**src/rtl/wdog_pkg.sv**
```systemverilog
package wdog_pkg;
  typedef enum logic {
    WD_RUN  = 1'b0,
    WD_WARN = 1'b1
  } wd_phase_e;
endpackage

```
**src/rtl/wdog_prescale.sv**
```systemverilog
module wdog_prescale #(
  parameter int DIV_W    = 7,
  parameter int FAST_LOG = 1
) (
  input  logic clk,
  input  logic rst,
  input  logic clr,
  input  logic step,
  input  logic slow_sel,
  output logic tick
);
  localparam logic [DIV_W-1:0] DIV_TOP = '1;

  logic [DIV_W-1:0] div_q;
  logic             slow_q;
  logic             fast_edge;
  logic             slow_edge;

  assign fast_edge = &div_q[FAST_LOG-1:0];
  assign slow_edge = (div_q == DIV_TOP);
  assign tick      = step && (slow_q ? slow_edge : fast_edge);

  always_ff @(posedge clk) begin
    if (rst || clr) begin
      div_q  <= '0;
      slow_q <= slow_sel;
    end else if (step) begin
      div_q <= div_q + 1'b1;
      if (slow_edge) slow_q <= slow_sel;
    end
  end
endmodule

```
**src/rtl/wdog_count.sv**
```systemverilog
module wdog_count #(
  parameter int LO_W = 8,
  parameter int HI_W = 8
) (
  input  logic                 clk,
  input  logic                 rst,
  input  logic                 clr,
  input  logic                 load,
  input  logic                 tick,
  input  logic [HI_W-1:0]      reload,
  output logic [LO_W+HI_W-1:0] value,
  output logic                 full
);
  logic [LO_W-1:0] lo_q;
  logic [HI_W-1:0] hi_q;
  logic            carry;

  assign carry = &lo_q;
  assign full  = carry && (&hi_q);
  assign value = {hi_q, lo_q};

  always_ff @(posedge clk) begin
    if (rst || clr)  lo_q <= '0;
    else if (load)   lo_q <= '0;
    else if (tick)   lo_q <= lo_q + 1'b1;
  end

  always_ff @(posedge clk) begin
    if (rst || clr)          hi_q <= '0;
    else if (load)           hi_q <= reload;
    else if (tick && carry)  hi_q <= hi_q + 1'b1;
  end
endmodule

```
**src/rtl/wdog_ctrl.sv**
```systemverilog
module wdog_ctrl
  import wdog_pkg::*;
#(
  parameter int PW_TICKS = 64,
  parameter int HI_W     = 8
) (
  input  logic            clk,
  input  logic            rst,
  input  logic            tick,
  input  logic            svc_req,
  input  logic            full,
  input  logic [HI_W-1:0] hi,
  input  logic [HI_W-1:0] win,
  output logic            load,
  output logic            wrap,
  output logic            nmi,
  output logic            rst_req,
  output logic            flag
);
  localparam int              PW_W    = $clog2(PW_TICKS);
  localparam logic [PW_W-1:0] PW_LAST = PW_W'(PW_TICKS - 1);

  wd_phase_e       phase_q;
  logic [PW_W-1:0] pw_q;
  logic            in_run;
  logic            early;
  logic            expire;

  assign in_run = (phase_q == WD_RUN);
  assign early  = svc_req && in_run && (hi < win);
  assign load   = svc_req && in_run && !(hi < win);
  assign expire = early || (in_run && tick && full && !load);
  assign wrap   = !in_run && tick && (pw_q == PW_LAST);

  always_ff @(posedge clk) begin
    if (rst) begin
      phase_q <= WD_RUN;
      pw_q    <= '0;
      nmi     <= 1'b0;
      rst_req <= 1'b0;
      flag    <= 1'b0;
    end else begin
      nmi     <= expire;
      rst_req <= wrap;
      if (expire) begin
        phase_q <= WD_WARN;
        pw_q    <= '0;
        flag    <= 1'b1;
      end else if (wrap) begin
        phase_q <= WD_RUN;
        pw_q    <= '0;
        flag    <= 1'b0;
      end else if (!in_run && tick) begin
        pw_q <= pw_q + 1'b1;
      end
    end
  end
endmodule

```
**src/rtl/wdog_window.sv**
```systemverilog
module wdog_window #(
  parameter int LO_W     = 8,
  parameter int HI_W     = 8,
  parameter int DIV_W    = 7,
  parameter int FAST_LOG = 1,
  parameter int PW_TICKS = 64
) (
  input  logic                 clk,
  input  logic                 rst,
  input  logic                 en,
  input  logic                 svc,
  input  logic                 slow_sel,
  input  logic                 dbg_hold,
  input  logic [HI_W-1:0]      reload_val,
  input  logic [HI_W-1:0]      win_bound,
  output logic [LO_W+HI_W-1:0] count,
  output logic                 nmi,
  output logic                 rst_req,
  output logic                 timeout_flag
);
  localparam int CNT_W = LO_W + HI_W;

  logic step;
  logic svc_req;
  logic tick;
  logic load;
  logic wrap;
  logic full;
  logic div_clr;

  assign step    = en && !dbg_hold;
  assign svc_req = svc && en;
  assign div_clr = !en || load || wrap;

  wdog_prescale #(
    .DIV_W    (DIV_W),
    .FAST_LOG (FAST_LOG)
  ) u_prescale (
    .clk      (clk),
    .rst      (rst),
    .clr      (div_clr),
    .step     (step),
    .slow_sel (slow_sel),
    .tick     (tick)
  );

  wdog_count #(
    .LO_W (LO_W),
    .HI_W (HI_W)
  ) u_count (
    .clk    (clk),
    .rst    (rst),
    .clr    (wrap),
    .load   (load),
    .tick   (tick),
    .reload (reload_val),
    .value  (count),
    .full   (full)
  );

  wdog_ctrl #(
    .PW_TICKS (PW_TICKS),
    .HI_W     (HI_W)
  ) u_ctrl (
    .clk     (clk),
    .rst     (rst),
    .tick    (tick),
    .svc_req (svc_req),
    .full    (full),
    .hi      (count[CNT_W-1:LO_W]),
    .win     (win_bound),
    .load    (load),
    .wrap    (wrap),
    .nmi     (nmi),
    .rst_req (rst_req),
    .flag    (timeout_flag)
  );
endmodule

```
**config.mk**
```make
export PLATFORM = sky130hd
export DESIGN_NAME = wdog_window
export DESIGN_NICKNAME = d
export VERILOG_FILES = /design/src/rtl/wdog_pkg.sv /design/src/rtl/wdog_prescale.sv /design/src/rtl/wdog_count.sv /design/src/rtl/wdog_ctrl.sv /design/src/rtl/wdog_window.sv
export SDC_FILE = /design/constraint.sdc
export NUM_CORES = 1
export LEC_CHECK = 0
export ABC_CLOCK_PERIOD_IN_PS = 2300
export BUFFER_PORTS_ARGS = -buffer_cell sky130_fd_sc_hd__buf_2
export CAP_MARGIN = 20
export CORE_MARGIN = 1
export CORE_UTILIZATION = 41
export DETAILED_ROUTE_END_ITERATION = 10
export GPL_ROUTABILITY_DRIVEN = 0
export PLACE_DENSITY = 0.69
export SLEW_MARGIN = 10
export SYNTH_ARGS = -nofsm -noshare
export SYNTH_HDL_FRONTEND = slang
export SYNTH_SLANG_ARGS = --single-unit
export TNS_END_PERCENT = 50
```
**constraint.sdc**
```tcl
create_clock -name clk -period 2.3 [get_ports clk]
set_input_delay 0.23 -clock clk [delete_from_list [all_inputs] [get_ports clk]]
set_output_delay 0.23 -clock clk [all_outputs]
set_load 0.1 [all_outputs]
```
; ---- After elaboration in Yosys (flattened, before gate mapping)
; Index checks and enable logic that the tools add are counted.
[classes]
addsub = 4
n_lt_le_gt_ge = 1
n_eq_ne = 2
mux = 8
bitwise = 1
reduce_logical = 31
[op_table]
columns = op, count
row1 = $add 8x1->8 const B, 2
row2 = $mux 8, 2
row3 = $reduce_and 8->1, 2
row4 = $logic_and 1x1->1, 13
row5 = $lt 8x8->1, 1
row6 = $reduce_bool 2->1, 4
row7 = $add 7x1->7 const B, 1
row8 = $eq 7x7->1 const B, 1
row9 = $add 6x1->6 const B, 1
row10 = $eq 6x6->1 const B, 1
row11 = $mux 1, 6
row12 = $logic_or 1x1->1, 5
row13 = $logic_not 1->1, 4
row14 = $reduce_or 3->1, 1
row15 = $reduce_and 2->1, 1
row16 = $reduce_or 2->1, 1
row17 = $not 1->1, 1
[word_totals]
reg_bits = 33
inputBits = 22
out_inout_bits = 19

; ---- Logic depth before layout (Yosys ltp)
; Gate-level depths: netlist of run 1.
[logic_depth]
word_depth = 9
depth_mapped = 8

; ---- Modules after synthesis
; From an unflattened synthesis of run 1, not the netlist that was laid out.
[hier_totals]
cells_unflattened = 205
hier_area_um2 = 1829.3
[by_module_without_submodules]
columns = module, n_inst, cells_each, area_per_inst_um2
row1 = wdog_count, 1, 91, 792.0
row2 = wdog_ctrl, 1, 72, 650.6
row3 = wdog_prescale, 1, 39, 365.4
row4 = wdog_window, 1, 3, 21.3

; ---- Worst setup path after synthesis of run 1
; Ideal clock, no wire load.
[synth_timing]
path_kind = reg2reg
start = reg u_count.hi_q[6]
end = reg u_prescale.slow_q, enable pin
setup_ns = 0.247
t_arrival_ns = 2.406
required_ns = 2.053
slack_ns = -0.353
path_stages_with_launch = 7
path_buffers = 0
period_less_slack_ns = 2.653
cell_sequence = dfxtp_1 ha_1 a21o_1 a221oi_1 o21a_1 o211ai_2 or2_1
[synth_via]
elab_chain_cells = 8
elab_cells_between_ends = 9
cone_classes = order compare: 1 / reduce/logical: 8
[synth_lines]
columns = element, line
row1 = "start, declared", wdog_count.sv:15  ; logic [HI_W-1:0] hi_q;
row2 = "start signal, assigned", wdog_count.sv:30  ; else if (load) hi_q <= reload;
row3 = "start signal, assigned", wdog_count.sv:31  ; else if (tick && carry) hi_q <= hi_q + 1'b1;
row4 = $lt 8x8->1 *, wdog_ctrl.sv:31  ; assign load = svc_req && in_run && !(hi < win);
row5 = $logic_not 1->1 *, wdog_ctrl.sv:31
row6 = $logic_and 1x1->1 *, wdog_ctrl.sv:31
row7 = $logic_or 1x1->1 * (2 in series), wdog_window.sv:33  ; assign div_clr = !en || load || wrap;
row8 = $logic_or 1x1->1 *, wdog_prescale.sv:24  ; if (rst || clr) begin
row9 = $reduce_bool 2->1 (no line), --
row10 = $reduce_and 2->1 (no line) *, --
row11 = "end signal, assigned", wdog_prescale.sv:26  ; slow_q <= slow_sel;
row12 = "end signal, assigned", wdog_prescale.sv:29  ; if (slow_edge) slow_q <= slow_sel;
row13 = "end, declared", wdog_prescale.sv:15  ; logic slow_q;
; Mark *: on every way between the ends. The rest lies on a longest branch, timed or not.
; A chain may end at the register's enable or synchronous reset.

; ---- Worst setup path after layout of run 1
[layout_timing]
start = reg u_prescale.div_q[0]
end = reg u_count.hi_q[1]
[layout_via]
elab_chain_cells = 6
elab_cells_between_ends = 8
cone_classes = eq/ne: 1 / mux: 1 / reduce/logical: 6
[layout_lines]
columns = element, line
row1 = "start, declared", wdog_prescale.sv:14  ; logic [DIV_W-1:0] div_q;
row2 = "start signal, assigned", wdog_prescale.sv:28  ; div_q <= div_q + 1'b1;
row3 = $eq 7x7->1, wdog_prescale.sv:20  ; assign slow_edge = (div_q == DIV_TOP);
row4 = $mux 1 *, wdog_prescale.sv:21  ; assign tick = step && (slow_q ? slow_edge : fast_edge);
row5 = $logic_and 1x1->1 *, wdog_prescale.sv:21
row6 = $logic_and 1x1->1 (2 in series), wdog_ctrl.sv:33  ; assign wrap = !in_run && tick && (pw_q == PW_LAST);
row7 = $logic_or 1x1->1, wdog_count.sv:29  ; if (rst || clr) hi_q <= '0;
; Marked as above.

==> results of run 1 <==
-- sequential cells by signal (all words and copies together), names as in the netlist --
register and cells:
u_count.hi_q 8, u_count.lo_q 8, u_ctrl.flag 1, u_ctrl.nmi 1
u_ctrl.pw_q 6, u_ctrl.rst_req 1, u_prescale.div_q 7, u_prescale.slow_q 1
-- Yosys cell counts, types with 2 or more instances --
cell type	count	share of area (%)
nor3_1	5	1.3
nor2b_1	2	0.67
buf_2	2	0.54
nand2b_1	2	0.67
nand3_1	10	2.7
o21a_1	3	1.2
mux2i_1	3	1.6
a21oi_1	8	2.2
and3_1	4	1.3
xnor2_1	16	7.6
nand4_1	5	1.7
buf_4	2	0.81
ha_1	11	7.4
or2_1	2	0.67
nor2_1	22	4.5
nand2_1	13	2.6
and4_1	2	0.94
o31ai_1	8	3.2
dfxtp_1	32	35
nor4_1	7	2.4
xor2_1	9	4.2
inv_1	7	1.4
o211ai_2	2	1.3
o21ai_2	3	1.4
-- per-layer routing --
metal	global-route usage, %	vias to the layer above
li1	-	818
met1	21.7	725
met2	28.0	35
met3	3.63	6
met4	6.80	0
met5	0	-
-- per-stage QoR --
stage	instances	power (mW)	worst slack, ps	utilization [%]
6_report	301	1.14	280	51.0
5_1_grt	301	1.18	90.7	51.0
4_1_cts	301	1.15	260	51.0
3_5_place_dp	293	0.722	278	49.1
3_3_place_gp	293	0.722	318	49.1
2_1_floorplan	202	0.682	9.87	-
-- cells by family (layout without fill, tap and decap cells) --
logic type                 after synthesis  count (layout)  share of synthesized area, %
AOI/OAI and AO/OA                       32              32                          13.4
and+or+nand+nor                         85              85                          26.0
xor gates and xnor gates                25              25                          11.8
adders and majority gates               11              11                          7.42
muxes                                    3               3                          1.62
buffers and inverters                   13              60                          3.57
DFF                                     33              33                          36.1
-- worst paths after layout --
kind	startpoint	end	slack [ps]	depth (start not counted)
max	u_prescale.div_q[0]$_SDFFE_PP0P_	u_count.hi_q[1]$_SDFFE_PP0P_	280	7
min	slow_sel	u_prescale.slow_q$_DFFE_PP_	120	1
max reg2reg	u_prescale.div_q[0]$_SDFFE_PP0P_	u_count.hi_q[1]$_SDFFE_PP0P_	280	7
min reg2reg	u_count.lo_q[1]$_SDFFE_PP0N_	u_count.lo_q[1]$_SDFFE_PP0N_	480	2
-- placed cells by master (no fill, tap or decap), types with 2 or more instances in the layout --
master,netlist,final
nand3_1,10,10
nor2b_1,2,2
and3_1,4,4
o211ai_2,2,2
ha_1,11,11
nor3_1,5,5
dfxtp_1,32,18
nand4_1,5,5
a21oi_1,8,8
nand2_1,13,13
nor2_1,22,22
clkinv_2,0,2
buf_4,2,5
xnor2_1,16,16
clkbuf_8,0,5
and4_1,2,2
inv_1,7,7
nand2b_1,2,2
xor2_1,9,9
buf_2,2,40
o31ai_1,8,8
o21ai_2,3,3
nor4_1,7,7
mux2i_1,3,3
dfxtp_2,0,14
or2_1,2,2
o21a_1,3,3
-- power by group --
group / internal, mW / switching [mW] / total (mW)
Clock: 0.209 / 0.219 / 0.428
Combinational: 0.0401 / 0.0800 / 0.120
Sequential: 0.581 / 0.00782 / 0.588
-- cell type report --
class,instances,area (um2),area share (%)
inverter,7,26.3,1.18
clock buffer,5,68.8,3.10
tap,52,65.1,2.93
clock inverter,3,17.5,0.788
multi-input combinational,156,1120,50.3
sequential,33,688,31.0
timing repair buffer,45,238,10.7
-- critical path, stage by stage (launching register included) --
cell and delay (ps):
dfxtp_1 380, ha_1 220, nand4_2 160, o21a_1 260, buf_4 190, nor3_1 370
mux2i_1 230, a21oi_1 80
==> impl_metrics.toml, run 1 <==
[clock_tree]
hold_buffers = 0
cts_tree = "yes"
post-cts-setup-buffers = 0
clock_sinks = 33
h-tree-depth = 2
post_cts_resized = 0
insertion_delay_ps = 290
cts_made_buffers = 5
clock_path_buffers = 2
clk_pin_slew_ps = 70
cts_root_buffer = "clkbuf_8"

[place]
numPortBuffers = 40
place_hpwl_um = 2950
post_dp_cell_area_um2 = 2140

[timing]
period_minus_slack_ps = 2020
period_share_pct = 87.8
final-setup-viol-count = 0
relSlewSlack_pct = 61.9
worst_pin_slew_ps = 557
rsz0062_at_grt = "no"
finalHoldViolations = 0
fmax_ghz = 0.495
holdWs_ps = 121
setup_tns_ps = 0
slew_violations = 0
skew_ps = 10.4

[critical_path]
crit_required_ps = 2460
cp-end-kind = "flip-flop"
cp_max_fo = 11
cp-start-kind = "flip-flop"
arrival_ps = 2180
setup.worst_path.class = "reg -> reg"

[synth]
yosys_warnings = 0
ys.flop_type = "dfxtp_1"
ys_ff_latch = 33
syn-instance-count = 202
syn_area_um2 = 1860
ys_seq_area_share_pct = 36.1
ys_types = 46
syn_nets = 235
synth_edf_count = 1
async_reset_ff_share_pct = 0
syn_area_per_cell_um2 = 9.19

[worst_hold_path]
hold_path.class = "in -> reg"

[routing]
drc = 0
wl_met1_um = 1850
drtIter0Drc = 115
wl_per_cell_um = 12.9
wl_um = 3880
dr_wl_met3_um = 141
top_layer = "met4"
dr.pass1.iters = 4
drtAntennaViolNets = 0
vias_per_cell = 5.26
vias = 1584
wl_met2_um = 1820

[die]
start_util_pct = 42.6
core_area_um2 = 4350
die_x_um = 69.3
io_pins = 41
die_y_um = 69.3
die_area_um2 = 4800
num_rows = 24

[finish]
final_cell_area_um2 = 2220
drive_gt1_share_pct = 31.7
fin_nets = 281
area_growth_pct = 19.8
fill_cells = 422
diodes = 0

[power]
power_density_nw_per_um2 = 511
p_leak_nw = 0.931
peakVddDrop_mv = 0.433

[global_route]
grt_start_max_net_pins = 12
overflow = 0
grt_usage_pct = 17.1
antenna_found_initial = 0
grt_pass1_vias = 1466
grt_first_pass_wirelength_um = 6580

[outcome]
status = "completed"

[flow_run]
drv_cap = 0
Power figures use the tool's default switching activity.
==> inputs of run 2 (changes only) <==
Settings changed: CORE_UTILIZATION 41 to 25, PLACE_DENSITY 0.69 to 0.49.
==> run 2 against run 1 <==
- global-route usage shrank 4.3 points
- register-to-register slack lost 80 ps
- worst hold slack gained 25 ps
- non-clock buffer count grew 2
- via count grew 0.32%
==> impl_metrics.toml, run 2 (same netlist as run 1, synthesis figures left out) <==
[outcome]
status = "completed"

[die]
die_area_um2 = 7770
core_area_um2 = 7210
io_pins = 41
die_y_um = 88.2
die_x_um = 88.2
start_util_pct = 25.7
num_rows = 31

[clock_tree]
clk_pin_slew_ps = 60
clock_sinks = 33
clock_path_buffers = 2
cts_tree = "yes"
insertion_delay_ps = 290
cts_root_buffer = "clkbuf_8"
cts_made_buffers = 5
h-tree-depth = 2
post-cts-setup-buffers = 0

[routing]
top_layer = "met4"
wl_met2_um = 2020
drc = 0
wl_um = 4410
dr_wl_met3_um = 171
vias = 1589
drtAntennaViolNets = 0
wl_per_cell_um = 12.6
drtIter0Drc = 68
vias_per_cell = 4.54
dr.pass1.iters = 4
wl_met1_um = 2170

[finish]
layout_commonest_cell = "buf_2"
layout_common_cells = "buf_2, nor2_1, dfxtp_1"
multi_input_area_um2 = 1120
fill_cells = 814
fin_nets = 283
diodes = 0
area_growth_pct = 24.8
drive_gt1_share_pct = 32.7
reg.largest.list = "u_count.hi_q x8, u_count.lo_q x8, u_prescale.div_q x7"
seq_area_um2 = 688

[critical_path]
crit_start = "u_prescale.div_q[0]$_SDFFE_PP0P_"
rrSetupSlack_ps = 200
arrival_ps = 2260
reg2reg_to = "u_ctrl.pw_q[3]$_SDFFE_PP0P_"
r2r_cells = 6
setup.worst_path.class = "reg -> reg"
cp-end-kind = "flip-flop"
crit_required_ps = 2460
cp-start-kind = "flip-flop"
worstReg2RegStart = "u_prescale.div_q[0]$_SDFFE_PP0P_"
cp_max_fo = 8

[power]
peakVddDrop_mv = 0.186
power_density_nw_per_um2 = 516
intPower_uw = 893
power_frac_comb_pct = 10.4
p_seq_share_pct = 49.3
clock_power_share_pct = 40.4
sw_frac_of_total_pct = 25.3
p_leak_nw = 0.952
p_switching_uw = 303

[timing]
worst_pin_slew_ps = 553
rsz0062_at_grt = "no"
slew_violations = 0
fin_ws_ps = 204
relSlewSlack_pct = 63.1
period_share_pct = 91.1
finalHoldViolations = 0
fmax_ghz = 0.477
skew_ps = 8.00
final-setup-viol-count = 0
setup_tns_ps = 0
period_minus_slack_ps = 2100

[global_route]
grt_first_pass_wirelength_um = 7540
grt_start_max_net_pins = 12
grt_pass1_vias = 1612
overflow = 0
grt_usage_pct = 12.8
antenna_found_initial = 0

[worst_hold_path]
hold_end = "u_prescale.slow_q$_DFFE_PP_"
worstHoldStart = "slow_sel"
hold_path.class = "in -> reg"
holdPathStages = 1

[place]
pre_cts_ws_ps = 158
place_hpwl_um = 3320
numPortBuffers = 40

[flow_run]
drv_cap = 0
run 2: cell count changes in the layout (fill, tap and decap cells not counted):
cell and change:
clkbuf_8 +2, buf_4 +2, clkinv_2 -1, nor3_2 +1
clkinvlp_4 -1, nor3_1 -1
run 2: timing repair:
item                       CTS  global route
gates resized for setup      0             1
hold buffers                 0             0
setup endpoints to repair    0             1
run 2: cell type report:
| type | instances | area share (%) |
|---|---|---|
| clock buffers | 7 | 4.16 |
| clock inverters | 1 | 0.216 |
| inverters | 7 | 1.13 |
| multi-input cells | 156 | 48.5 |
| flip-flops and latches | 33 | 29.7 |
| well taps | 99 | 5.35 |
| repair buffers | 47 | 10.9 |
run 2: worst max-delay path, cell delays in order, from the launching register on:
cell and delay [ps]:
dfxtp_1 400, ha_1 230, nand4_2 180, o21a_1 330
or4b_1 580, o211ai_2 160, nor2_1 80
run 2: worst max-delay path by stage:
stage	endpoint	slack, ps	depth (start not counted)
floorplan	u_prescale.slow_q$_DFFE_PP_	10	6
global placement	u_count.hi_q[1]$_SDFFE_PP0P_	180	7
detailed placement	u_count.hi_q[1]$_SDFFE_PP0P_	160	7
CTS	u_count.hi_q[1]$_SDFFE_PP0P_	140	7
global route	u_ctrl.pw_q[5]$_SDFFE_PP0P_	70	6
finish	u_ctrl.pw_q[3]$_SDFFE_PP0P_	200	6
run 2: power by group through the flow:
stage / clock (mW) / sequential, mW / combinational [mW]
after detailed placement: 0 / 0.602 / 0.125
after global routing: 0.530 / 0.590 / 0.137
after CTS: 0.499 / 0.589 / 0.125
after global placement: 0 / 0.602 / 0.124
after floorplan: 0 / 0.624 / 0.0578
final: 0.483 / 0.589 / 0.124
run 2: metal layers:
layer | up-vias | GRT usage [%]
met5 | - | 0
met4 | 0 | 3.96
met3 | 6 | 3.77
met2 | 25 | 20.7
met1 | 736 | 16.3
li1 | 822 | -
run 2: through the flow:
step / util [%] / instance area [um2] / hold WS, ps / std cells / total power, mW
2_1_floorplan: - / 1870 / 302 / 202 / 0.682
5_1_grt: 32.1 / 2320 / 128 / 350 / 1.26
3_3_place_gp: 30.6 / 2210 / 442 / 342 / 0.726
3_5_place_dp: 30.6 / 2210 / 435 / 342 / 0.727
4_1_cts: 32.0 / 2310 / 138 / 350 / 1.21
6_report: 32.1 / 2320 / 146 / 350 / 1.20
